**src/rtl/i2c_mem_pkg.sv**
```systemverilog
package i2c_mem_pkg;

  typedef enum logic [2:0] {
    PH_IDLE,
    PH_DEVSEL,
    PH_ADDR_HI,
    PH_ADDR_LO,
    PH_WRITE,
    PH_READ
  } phase_t;

  // strobes from control to datapath, at most one address action per cycle
  typedef struct packed {
    logic shiftIn;
    logic captureHi;
    logic captureLo;
    logic writeByte;
    logic loadTx;
    logic shiftTx;
  } dpStrobe_t;

endpackage

```
**src/rtl/i2c_mem_datapath.sv**
```systemverilog
module i2c_mem_datapath
  import i2c_mem_pkg::*;
#(
  parameter int ADDR_W = 13,
  parameter int PAGE_W = 5
) (
  input  logic              clk,
  input  logic              rstN,
  input  dpStrobe_t         strobe,
  input  logic              sdaBit,
  input  logic [7:0]        memRdData,
  output logic [7:0]        rxByte,
  output logic              txBit,
  output logic [ADDR_W-1:0] addrPtr,
  output logic [ADDR_W-1:0] wrAddr,
  output logic [7:0]        wrData
);

  localparam int HI_W = ADDR_W - 8;

  logic [7:0]        rxReg;
  logic [7:0]        txReg;
  logic [HI_W-1:0]   hiReg;
  logic [ADDR_W-1:0] addrReg;
  logic [ADDR_W-1:0] wrAddrQ;
  logic [7:0]        wrDataQ;
  logic [ADDR_W-1:0] pageNext;
  logic [ADDR_W-1:0] linearNext;

  generate
    if (PAGE_W >= ADDR_W) begin : g_flatPage
      assign pageNext = addrReg + ADDR_W'(1);
    end else begin : g_splitPage
      logic [PAGE_W-1:0] offsetNext;
      assign offsetNext = addrReg[PAGE_W-1:0] + PAGE_W'(1);
      assign pageNext   = {addrReg[ADDR_W-1:PAGE_W], offsetNext};
    end
  endgenerate

  assign linearNext = addrReg + ADDR_W'(1);

  always_ff @(posedge clk) begin
    if (!rstN) begin
      rxReg   <= '0;
      txReg   <= '1;
      hiReg   <= '0;
      addrReg <= '0;
      wrAddrQ <= '0;
      wrDataQ <= '0;
    end else begin
      if (strobe.shiftIn)   rxReg <= {rxReg[6:0], sdaBit};
      if (strobe.captureHi) hiReg <= rxReg[HI_W-1:0];
      if (strobe.captureLo) begin
        addrReg <= {hiReg, rxReg};
      end else if (strobe.writeByte) begin
        wrAddrQ <= addrReg;
        wrDataQ <= rxReg;
        addrReg <= pageNext;
      end else if (strobe.loadTx) begin
        txReg   <= memRdData;
        addrReg <= linearNext;
      end
      if (strobe.shiftTx) txReg <= {txReg[6:0], 1'b1};
    end
  end

  assign rxByte  = rxReg;
  assign txBit   = txReg[7];
  assign addrPtr = addrReg;
  assign wrAddr  = wrAddrQ;
  assign wrData  = wrDataQ;

endmodule

```
**src/rtl/i2c_mem_ctrl.sv**
```systemverilog
module i2c_mem_ctrl
  import i2c_mem_pkg::*;
#(
  parameter logic [3:0] CTRL_CODE = 4'b1010
) (
  input  logic       clk,
  input  logic       rstN,
  input  logic       sclIn,
  input  logic       sdaIn,
  input  logic [2:0] strap,
  input  logic [7:0] rxByte,
  input  logic       txBit,
  output dpStrobe_t  strobe,
  output logic       sdaSample,
  output logic       sdaDriveLow,
  output logic       wrValid,
  output logic       wrCommit,
  output logic       startDet,
  output logic       stopDet,
  output logic       fallDet,
  output logic       ackLow,
  output logic [3:0] bitCnt
);

  logic   sclQ, sdaQ, sclP, sdaP;
  logic   riseDet;
  logic   slotOpen, byteDone, rxPhase, devMatch;
  phase_t phase;
  logic   txActive, readMode, hostAck, wroteAny;
  logic   wrValidQ, wrCommitQ, ackLowQ;
  logic [3:0] bitCntQ;

  always_ff @(posedge clk) begin
    if (!rstN) begin
      sclQ <= 1'b1;
      sdaQ <= 1'b1;
      sclP <= 1'b1;
      sdaP <= 1'b1;
    end else begin
      sclQ <= sclIn;
      sdaQ <= sdaIn;
      sclP <= sclQ;
      sdaP <= sdaQ;
    end
  end

  assign riseDet  = sclQ & ~sclP;
  assign fallDet  = ~sclQ & sclP;
  assign startDet = sclQ & sclP & sdaP & ~sdaQ;
  assign stopDet  = sclQ & sclP & ~sdaP & sdaQ;

  assign rxPhase  = (phase == PH_DEVSEL) || (phase == PH_ADDR_HI) ||
                    (phase == PH_ADDR_LO) || (phase == PH_WRITE);
  assign slotOpen = fallDet && (bitCntQ == 4'd8);
  assign byteDone = fallDet && (bitCntQ == 4'd9);
  assign devMatch = (rxByte[7:4] == CTRL_CODE) && (rxByte[3:1] == strap);

  always_comb begin
    strobe           = '0;
    strobe.shiftIn   = riseDet && rxPhase && (bitCntQ < 4'd8);
    strobe.captureHi = slotOpen && (phase == PH_ADDR_HI);
    strobe.captureLo = slotOpen && (phase == PH_ADDR_LO);
    strobe.writeByte = slotOpen && (phase == PH_WRITE);
    strobe.loadTx    = byteDone && (((phase == PH_DEVSEL) && readMode) ||
                                    ((phase == PH_READ) && hostAck));
    strobe.shiftTx   = fallDet && (phase == PH_READ) &&
                       (bitCntQ >= 4'd1) && (bitCntQ <= 4'd7);
  end

  always_ff @(posedge clk) begin
    if (!rstN) begin
      phase     <= PH_IDLE;
      bitCntQ   <= '0;
      ackLowQ   <= 1'b0;
      txActive  <= 1'b0;
      readMode  <= 1'b0;
      hostAck   <= 1'b0;
      wroteAny  <= 1'b0;
      wrValidQ  <= 1'b0;
      wrCommitQ <= 1'b0;
    end else begin
      wrValidQ  <= strobe.writeByte;
      wrCommitQ <= 1'b0;
      if (startDet) begin
        phase    <= PH_DEVSEL;
        bitCntQ  <= '0;
        ackLowQ  <= 1'b0;
        txActive <= 1'b0;
        wroteAny <= 1'b0;
      end else if (stopDet) begin
        phase     <= PH_IDLE;
        bitCntQ   <= '0;
        ackLowQ   <= 1'b0;
        txActive  <= 1'b0;
        wrCommitQ <= wroteAny;
        wroteAny  <= 1'b0;
      end else begin
        if (riseDet && (phase != PH_IDLE) && (bitCntQ < 4'd9))
          bitCntQ <= bitCntQ + 4'd1;
        if (riseDet && (phase == PH_READ) && (bitCntQ == 4'd8))
          hostAck <= ~sdaQ;
        if (strobe.writeByte) wroteAny <= 1'b1;
        if (slotOpen) begin
          case (phase)
            PH_DEVSEL: begin
              if (devMatch) begin
                ackLowQ  <= 1'b1;
                readMode <= rxByte[0];
              end else begin
                phase <= PH_IDLE;
              end
            end
            PH_ADDR_HI, PH_ADDR_LO, PH_WRITE: ackLowQ <= 1'b1;
            PH_READ:   txActive <= 1'b0;
            default:   ;
          endcase
        end
        if (byteDone) begin
          bitCntQ <= '0;
          ackLowQ <= 1'b0;
          case (phase)
            PH_DEVSEL: begin
              phase    <= readMode ? PH_READ : PH_ADDR_HI;
              txActive <= readMode;
            end
            PH_ADDR_HI: phase <= PH_ADDR_LO;
            PH_ADDR_LO: phase <= PH_WRITE;
            PH_READ: begin
              if (hostAck) begin
                txActive <= 1'b1;
              end else begin
                phase    <= PH_IDLE;
                txActive <= 1'b0;
              end
            end
            default: ;
          endcase
        end
      end
    end
  end

  assign sdaSample   = sdaQ;
  assign ackLow      = ackLowQ;
  assign bitCnt      = bitCntQ;
  assign sdaDriveLow = ackLowQ | (txActive & ~txBit);
  assign wrValid     = wrValidQ;
  assign wrCommit    = wrCommitQ;

endmodule

```
**src/rtl/i2c_mem_slave.sv**
```systemverilog
module i2c_mem_slave
  import i2c_mem_pkg::*;
#(
  parameter int         ADDR_W    = 13,
  parameter int         PAGE_W    = 5,
  parameter logic [3:0] CTRL_CODE = 4'b1010
) (
  input  logic              clk,
  input  logic              rstN,
  input  logic              sclIn,
  input  logic              sdaIn,
  output logic              sdaDriveLow,
  input  logic [2:0]        strap,
  output logic [ADDR_W-1:0] memRdAddr,
  input  logic [7:0]        memRdData,
  output logic              wrValid,
  output logic [ADDR_W-1:0] wrAddr,
  output logic [7:0]        wrData,
  output logic              wrCommit
);

  dpStrobe_t  strobe;
  logic       sdaSample;
  logic [7:0] rxByte;
  logic       txBit;
  logic       startDet, stopDet, fallDet, ackLow;
  logic [3:0] bitCnt;

  i2c_mem_ctrl #(.CTRL_CODE(CTRL_CODE)) ctrl_i (
    .clk(clk), .rstN(rstN), .sclIn(sclIn), .sdaIn(sdaIn), .strap(strap),
    .rxByte(rxByte), .txBit(txBit), .strobe(strobe), .sdaSample(sdaSample),
    .sdaDriveLow(sdaDriveLow), .wrValid(wrValid), .wrCommit(wrCommit),
    .startDet(startDet), .stopDet(stopDet), .fallDet(fallDet),
    .ackLow(ackLow), .bitCnt(bitCnt)
  );

  i2c_mem_datapath #(.ADDR_W(ADDR_W), .PAGE_W(PAGE_W)) dp_i (
    .clk(clk), .rstN(rstN), .strobe(strobe), .sdaBit(sdaSample),
    .memRdData(memRdData), .rxByte(rxByte), .txBit(txBit),
    .addrPtr(memRdAddr), .wrAddr(wrAddr), .wrData(wrData)
  );

endmodule

```
**config.mk**
```make
export PLATFORM = sky130hd
export DESIGN_NAME = i2c_mem_slave
export DESIGN_NICKNAME = d
export VERILOG_FILES = /design/src/rtl/i2c_mem_pkg.sv /design/src/rtl/i2c_mem_datapath.sv /design/src/rtl/i2c_mem_ctrl.sv /design/src/rtl/i2c_mem_slave.sv
export SDC_FILE = /design/constraint.sdc
export NUM_CORES = 1
export LEC_CHECK = 0
export ABC_AREA = 1
export BUFFER_PORTS_ARGS = -buffer_cell sky130_fd_sc_hd__buf_2
export CAP_MARGIN = 20
export CORE_ASPECT_RATIO = 1.1
export CORE_MARGIN = 5
export CORE_UTILIZATION = 57
export CTS_CLUSTER_DIAMETER = 120
export DETAILED_ROUTE_END_ITERATION = 7
export GPL_TIMING_DRIVEN = 1
export HOLD_SLACK_MARGIN = 0.03
export PLACE_DENSITY = 0.82
export SLEW_MARGIN = 20
export SYNTH_ARGS = -nofsm -noshare
export SYNTH_HDL_FRONTEND = slang
export SYNTH_SLANG_ARGS = --single-unit
```
**constraint.sdc**
```tcl
create_clock -name clk -period 1.8 [get_ports clk]
set_input_delay 0.18 -clock clk [delete_from_list [all_inputs] [get_ports clk]]
set_output_delay 0.18 -clock clk [all_outputs]
set_load 0.005 [all_outputs]
```
* After elaboration in Yosys (flattened, before gate mapping)
Index checks and enable logic that the tools add are counted.
** Operators by class
- Bitwise operators :: 19
- $lt $le $gt $ge :: 4
- Muxes and demuxes :: 23
- Reduce and logical (&&, ||, !) cells :: 39
- Equality and inequality tests :: 13
- Add/sub/neg operators :: 3
** Operator list (count)
- two-way mux 13 bit :: 3
- two-way mux 8 bit :: 4
- logical AND 1 bit :: 18
- two-way mux 3 bit :: 6
- adder 13 x 1 -> 13 bit (second input constant) :: 1
- == test 4 bit (second input constant) :: 3
- case mux 3 bit (4 select lines) :: 1
- AND reduction 3 bit :: 4
- inverter 1 bit :: 10
- OR reduction 3 bit :: 3
- AND 1 bit :: 8
- less-than comparator 4 bit (second input constant) :: 2
- two-way mux 1 bit :: 7
- == test 3 x 2 -> 1 bit (second input constant) :: 2
- == test 3 bit (second input constant) :: 2
- nonzero test 2 bit :: 3
- nonzero test 3 bit :: 2
- adder 5 x 1 -> 5 bit (second input constant) :: 1
- AND reduction 5 bit :: 1
- adder 4 x 1 -> 4 bit (second input constant) :: 1
- greater-or-equal comparator 4 x 1 -> 1 bit (second input constant) :: 1
- <= comparator 4 x 3 -> 1 bit (second input constant) :: 1
- logical OR 1 bit :: 4
- != test 2 x 1 -> 1 bit (second input constant) :: 2
- 8 further kinds :: 11
** Storage, ports and cells
- Logic and storage cells :: 123
- Output and inout port bits :: 37
- Bits in registers :: 73
- Input port bits :: 15

* Logic depth before layout (Yosys ltp)
- Word-level depth :: 10
- Gate-level depth with buffers :: 12
- Gate-level depth less buffers :: 11

* By module
From an unflattened synthesis, not the netlist that was laid out.
** Second synthesis, totals
- Cells, all modules :: 499
- Area, all modules :: 3445.8 um^2
** Modules (own cells, without submodules)
- i2c_mem_datapath :: sequential area each 1101.1 um^2, instances 1, cells an instance 315, area an instance 2279.7 um^2
- i2c_mem_ctrl :: sequential area each 360.3 um^2, instances 1, cells an instance 184, area an instance 1166.1 um^2

* Least setup slack after synthesis
Ideal clock, no wire load.
- Path type :: register -> register
- From :: register ctrl_i.bitCntQ[1] (netlist: ctrl_i.bitCnt[1])
- To :: register dp_i.addrReg[7] (netlist: dp_i.addrPtr[7])
- Period minus slack after synthesis :: 1.533 ns
- Stages on the path, launching flop included :: 11
- Path buffers :: 1
- Slack :: 0.267 ns
- Library setup time :: 0.116 ns
- Data arrival time :: 1.417 ns
- Required time :: 1.684 ns
- Cell sequence :: dfxtp_1 inv_1 ha_1 nand3_1 nor2_2 nand2_2 nand2_2 buf_4 nand2_1 nor2_1 nor2_1
** On the way
- Word-level cells in the longest chain between the ends :: 5
- Elaborated cells between the ends (all ways) :: 11
- Classes of those cells :: eq/ne: 3; mux: 1; reduce/logical: 7
** Ends and longest elaborated chain
- start, declared :: RTL line i2c_mem_ctrl.sv:31 : logic [3:0] bitCntQ;
- start signal, assigned :: RTL line i2c_mem_ctrl.sv:99 : bitCntQ <= bitCntQ + 4'd1;
- == test 4 bit, on equally long branches :: RTL line i2c_mem_ctrl.sv:54, i2c_mem_ctrl.sv:55
- logical AND 1 bit, on equally long branches :: RTL line i2c_mem_ctrl.sv:54, i2c_mem_ctrl.sv:55
- logical AND 1 bit, on equally long branches :: RTL line i2c_mem_ctrl.sv:63, i2c_mem_ctrl.sv:62, i2c_mem_ctrl.sv:64
- != test 2 x 1 -> 1 bit (no source line) or nonzero test 2 bit (tied branches)
- AND reduction 2 bit (no source line)
- end signal, assigned :: RTL line i2c_mem_datapath.sv:54 : addrReg <= {hiReg, rxReg};
- end signal, assigned :: RTL line i2c_mem_datapath.sv:58 : addrReg <= pageNext;
- end signal, assigned :: RTL line i2c_mem_datapath.sv:61 : addrReg <= linearNext;
- end, declared :: RTL line i2c_mem_datapath.sv:24 : logic [ADDR_W-1:0] addrReg;
Parallel ways exist; a longest one is shown, timed or not.
A chain may end at the register's enable or synchronous reset.

* Worst setup path after layout
- From :: register ctrl_i.bitCntQ[1] (netlist: ctrl_i.bitCnt[1])
- To :: register dp_i.addrReg[0] (netlist: dp_i.addrPtr[0])
** On the way
- Word-level cells in the longest chain between the ends :: 5
- Elaborated cells between the ends (all ways) :: 10
- Classes of those cells :: eq/ne: 2; mux: 2; reduce/logical: 6
** Ends and longest elaborated chain
- == test 4 bit :: RTL line i2c_mem_ctrl.sv:54 : assign slotOpen = fallDet && (bitCntQ == 4'd8);
- logical AND 1 bit :: RTL line i2c_mem_ctrl.sv:54
- logical AND 1 bit :: RTL line i2c_mem_ctrl.sv:63 : strobe.writeByte = slotOpen && (phase == PH_WRITE);
- two-way mux 13 bit :: RTL line i2c_mem_datapath.sv:55 : end else if (strobe.writeByte) begin
- two-way mux 13 bit :: RTL line i2c_mem_datapath.sv:53 : if (strobe.captureLo) begin
Parallel ways exist; a longest one is shown, timed or not. The select of a mux whose other input is x is not followed.

==> results.cfg <==
[synthesis]
post-synth-top-count-cell = nand2_1
yosysTopAreaCell = dfxtp_1
syn_area_per_cell_sq_um = 6.64
synthArstFlopShare_pct = 0
synthesis.area_sq_um = 3460
synthDominantCellAreaShare_pct = 42.3
ys_seq_area_share_pct = 42.3
syn-num-nets = 541
ys.warnings.count = 0
synth_common_cells = nand2_1, nor2_1, dfxtp_1, inv_1, a21oi_1
synth_cell_types = 27
synthTopCellsByArea = dfxtp_1, nand2_1, nor2_1
netlist_instances = 521
synth_edf_count = 0
ys.flop_type = dfxtp_1
synth-seq-cells = 73

[floorplan]
core_area_sq_um = 5840
fp.dieH_um = 91.7
ios = 52
die_x_um = 84.3
start_util_pct = 59.2
row_count = 29
dieArea_sq_um = 7720

[run_status]
status = complete, no violations

[sta]
tightest_slew_ps = 444
period_needed_ps = 1690
slew_headroom_pct = 70.3
worst_hold_slack_ps = 37.8
fin_setup_tns_ps = 0
setup_violations = 0
fin_crit_sh_pct = 93.6
fin_skew_ps = 6.14
fmax_ghz = 0.593
final-max-slew-violation-count = 0
timing.final.hold_violations = 0
rsz0062_at_grt = yes

[power]
power_leakage_nw = 2.00
power_density_nw_per_um2 = 745
seqPwrFrac_pct = 54.0
total_power_mw = 3.02
power_switching_mw = 0.719
netSwitchingFraction_pct = 23.8
clkPwrFrac_pct = 42.8
comb_power_share_pct = 3.2
peakVddDrop_v = 0.000542
p_int_mw = 2.30

[final_layout]
post-route-util_pct = 69.4
area.growth.synth_to_final_pct = 17.3
layout.nets = 600
antenna_cells = 0
layout-drive-gt1-share_pct = 17.1

[worst_hold_path]
hp-class = in2reg

[clocking]
htreeDepth = 3
clk_pin_slew_worst_paths_ps = 80
clock_sinks = 73
cts_root_buffer = clkbuf_8
ctsLongestPathBuffers = 2
cts_tree = built
clkLatencyLatePin_ps = 350
numCtsBuffers = 9

[setup_path]
cp-end-kind = register
crit_required_ps = 2050
crit_arrival_ps = 1930
cp_max_fo = 9
path_class = reg2reg
start_kind = register

[route]
dr.pass1.iters = 4
antenna_left = 0
wl_per_cell_um = 12.3
vias_per_cell = 5.16
num_vias = 3417
drt_iter0_markers = 244
wirelength_mm = 8.12
drc = 0

[placed_design]
dp_hpwl_mm = 5.82
port_buffers = 51
place_congestion = 0.914

[global_route]
grt_pass1_wl_mm = 13.9
grt_pass1_vias = 3251
antenna_found_initial = 0
grt_max_degree = 51
grt_usage_pct = 21.4
grt_overflow = 0

[flow_run]
cap_violations = 0
## per-layer routing
| layer | wire [um] | global-route usage (%) | up-vias |
|---|---|---|---|
| li1 | - | - | 1778 |
| met1 | 3550 | 24.9 | 1541 |
| met2 | 4070 | 38.2 | 79 |
| met3 | 300 | 3.23 | 19 |
| met4 | 200 | 10.2 | 0 |
| met5 | 0 | 0 | - |
## cell type report
class                           count  area [sq um]
Fill cell                         523          1790
Multi-Input combinational cell    371          1710
Sequential cell                    73          1460
Timing Repair Buffer               63           360
Inverter                           62           233
Clock buffer                       10           128
Tap cell                           77          96.3
Clock inverter                      6          67.6
## repair_timing
item                                   in CTS  in global routing
setup buffers                               0                  2
hold buffers                                1                  0
endpoints found under the hold margin       1                  0
gates resized for setup                     0                  7
setup endpoints to repair                   0                 30
## kinds of logic (layout without fill, tap and decap cells)
family,Yosys count,count (layout),synth area share (%)
simple gates,278,278,34.1
flops,73,73,42.3
fa+ha+maj,5,5,1.81
buf+inv,77,141,8.79
xor+xnor,1,1,0.253
compound gates,87,87,12.8
## placed cells by master (no fill, tap or decap)
| cell type | n |
|---|---|
| a211oi_1 | 1 |
| a21oi_1 | 39 |
| a31oi_1 | 1 |
| buf_12 | 1 |
| buf_2 | 51 |
| buf_4 | 10 |
| bufinv_16 | 1 |
| clkbuf_1 | 1 |
| clkbuf_8 | 9 |
| clkinv_2 | 1 |
| clkinv_4 | 1 |
| clkinvlp_4 | 2 |
| dfxtp_1 | 72 |
| dfxtp_2 | 1 |
| dlygate4sd3_1 | 1 |
| ha_1 | 4 |
| ha_2 | 1 |
| inv_1 | 55 |
| inv_2 | 7 |
| inv_6 | 1 |
| nand2_1 | 123 |
| nand2_2 | 5 |
| nand3_1 | 35 |
| nand3_2 | 2 |
| nand3b_1 | 3 |
| nand4_1 | 11 |
| nor2_1 | 88 |
| nor2_2 | 1 |
| nor2_4 | 2 |
| nor3_1 | 5 |
| nor3b_2 | 1 |
| o211ai_1 | 1 |
| o21ai_0 | 38 |
| o21ai_1 | 6 |
| o21ai_2 | 1 |
| or2_2 | 2 |
| xor2_1 | 1 |
## final timing paths
check,end,depth (start not counted),slack (ps),from
setup / recovery,dp_i.addrPtr[0],12,110,ctrl_i.bitCnt[1]
hold / removal,dp_i.txReg[4],3,40,memRdData[4]
setup reg to reg,dp_i.addrPtr[0],12,110,ctrl_i.bitCnt[1]
hold reg to reg,ctrl_i.wrCommit,2,450,ctrl_i.wroteAny
## through the flow
step	cell area [sq um]	instances	setup slack [ps]
final	4060	662	114
after detailed placement	3820	643	62.5
after global placement	3820	643	149
after CTS	4020	660	44.8
after floorplan	3460	521	267
after global routing	4060	662	-10.5
## state kept, by name, summed over array words and instances, names as in the netlist, 3 cells and up
register / count
dp_i.wrData: 8
dp_i.addrPtr: 13
dp_i.wrAddr: 13
ctrl_i.bitCnt: 4
dp_i.rxByte: 8
dp_i.hiReg: 5
dp_i.txReg: 8
ctrl_i.phase: 3
## power groups by stage
| stage | clock network [mW] | logic, mW | registers (mW) |
|---|---|---|---|
| floorplan | 0 | 0.0658 | 1.66 |
| global placement | 0 | 0.0921 | 1.67 |
| detailed placement | 0 | 0.0947 | 1.67 |
| CTS | 1.29 | 0.0972 | 1.63 |
| global route | 1.39 | 0.110 | 1.63 |
| finish | 1.29 | 0.0969 | 1.63 |
## worst max-delay path, stage by stage, from the launching register on
cell,delay (ps)
dfxtp_1,350
inv_2,80
ha_2,190
nand3_2,110
nor2_4,230
nand2_2,120
buf_4,180
nand2_1,60
nand2_1,50
inv_1,50
nand2_1,50
nand2_1,70
nor2_1,40
Power figures use the tool's default switching activity.
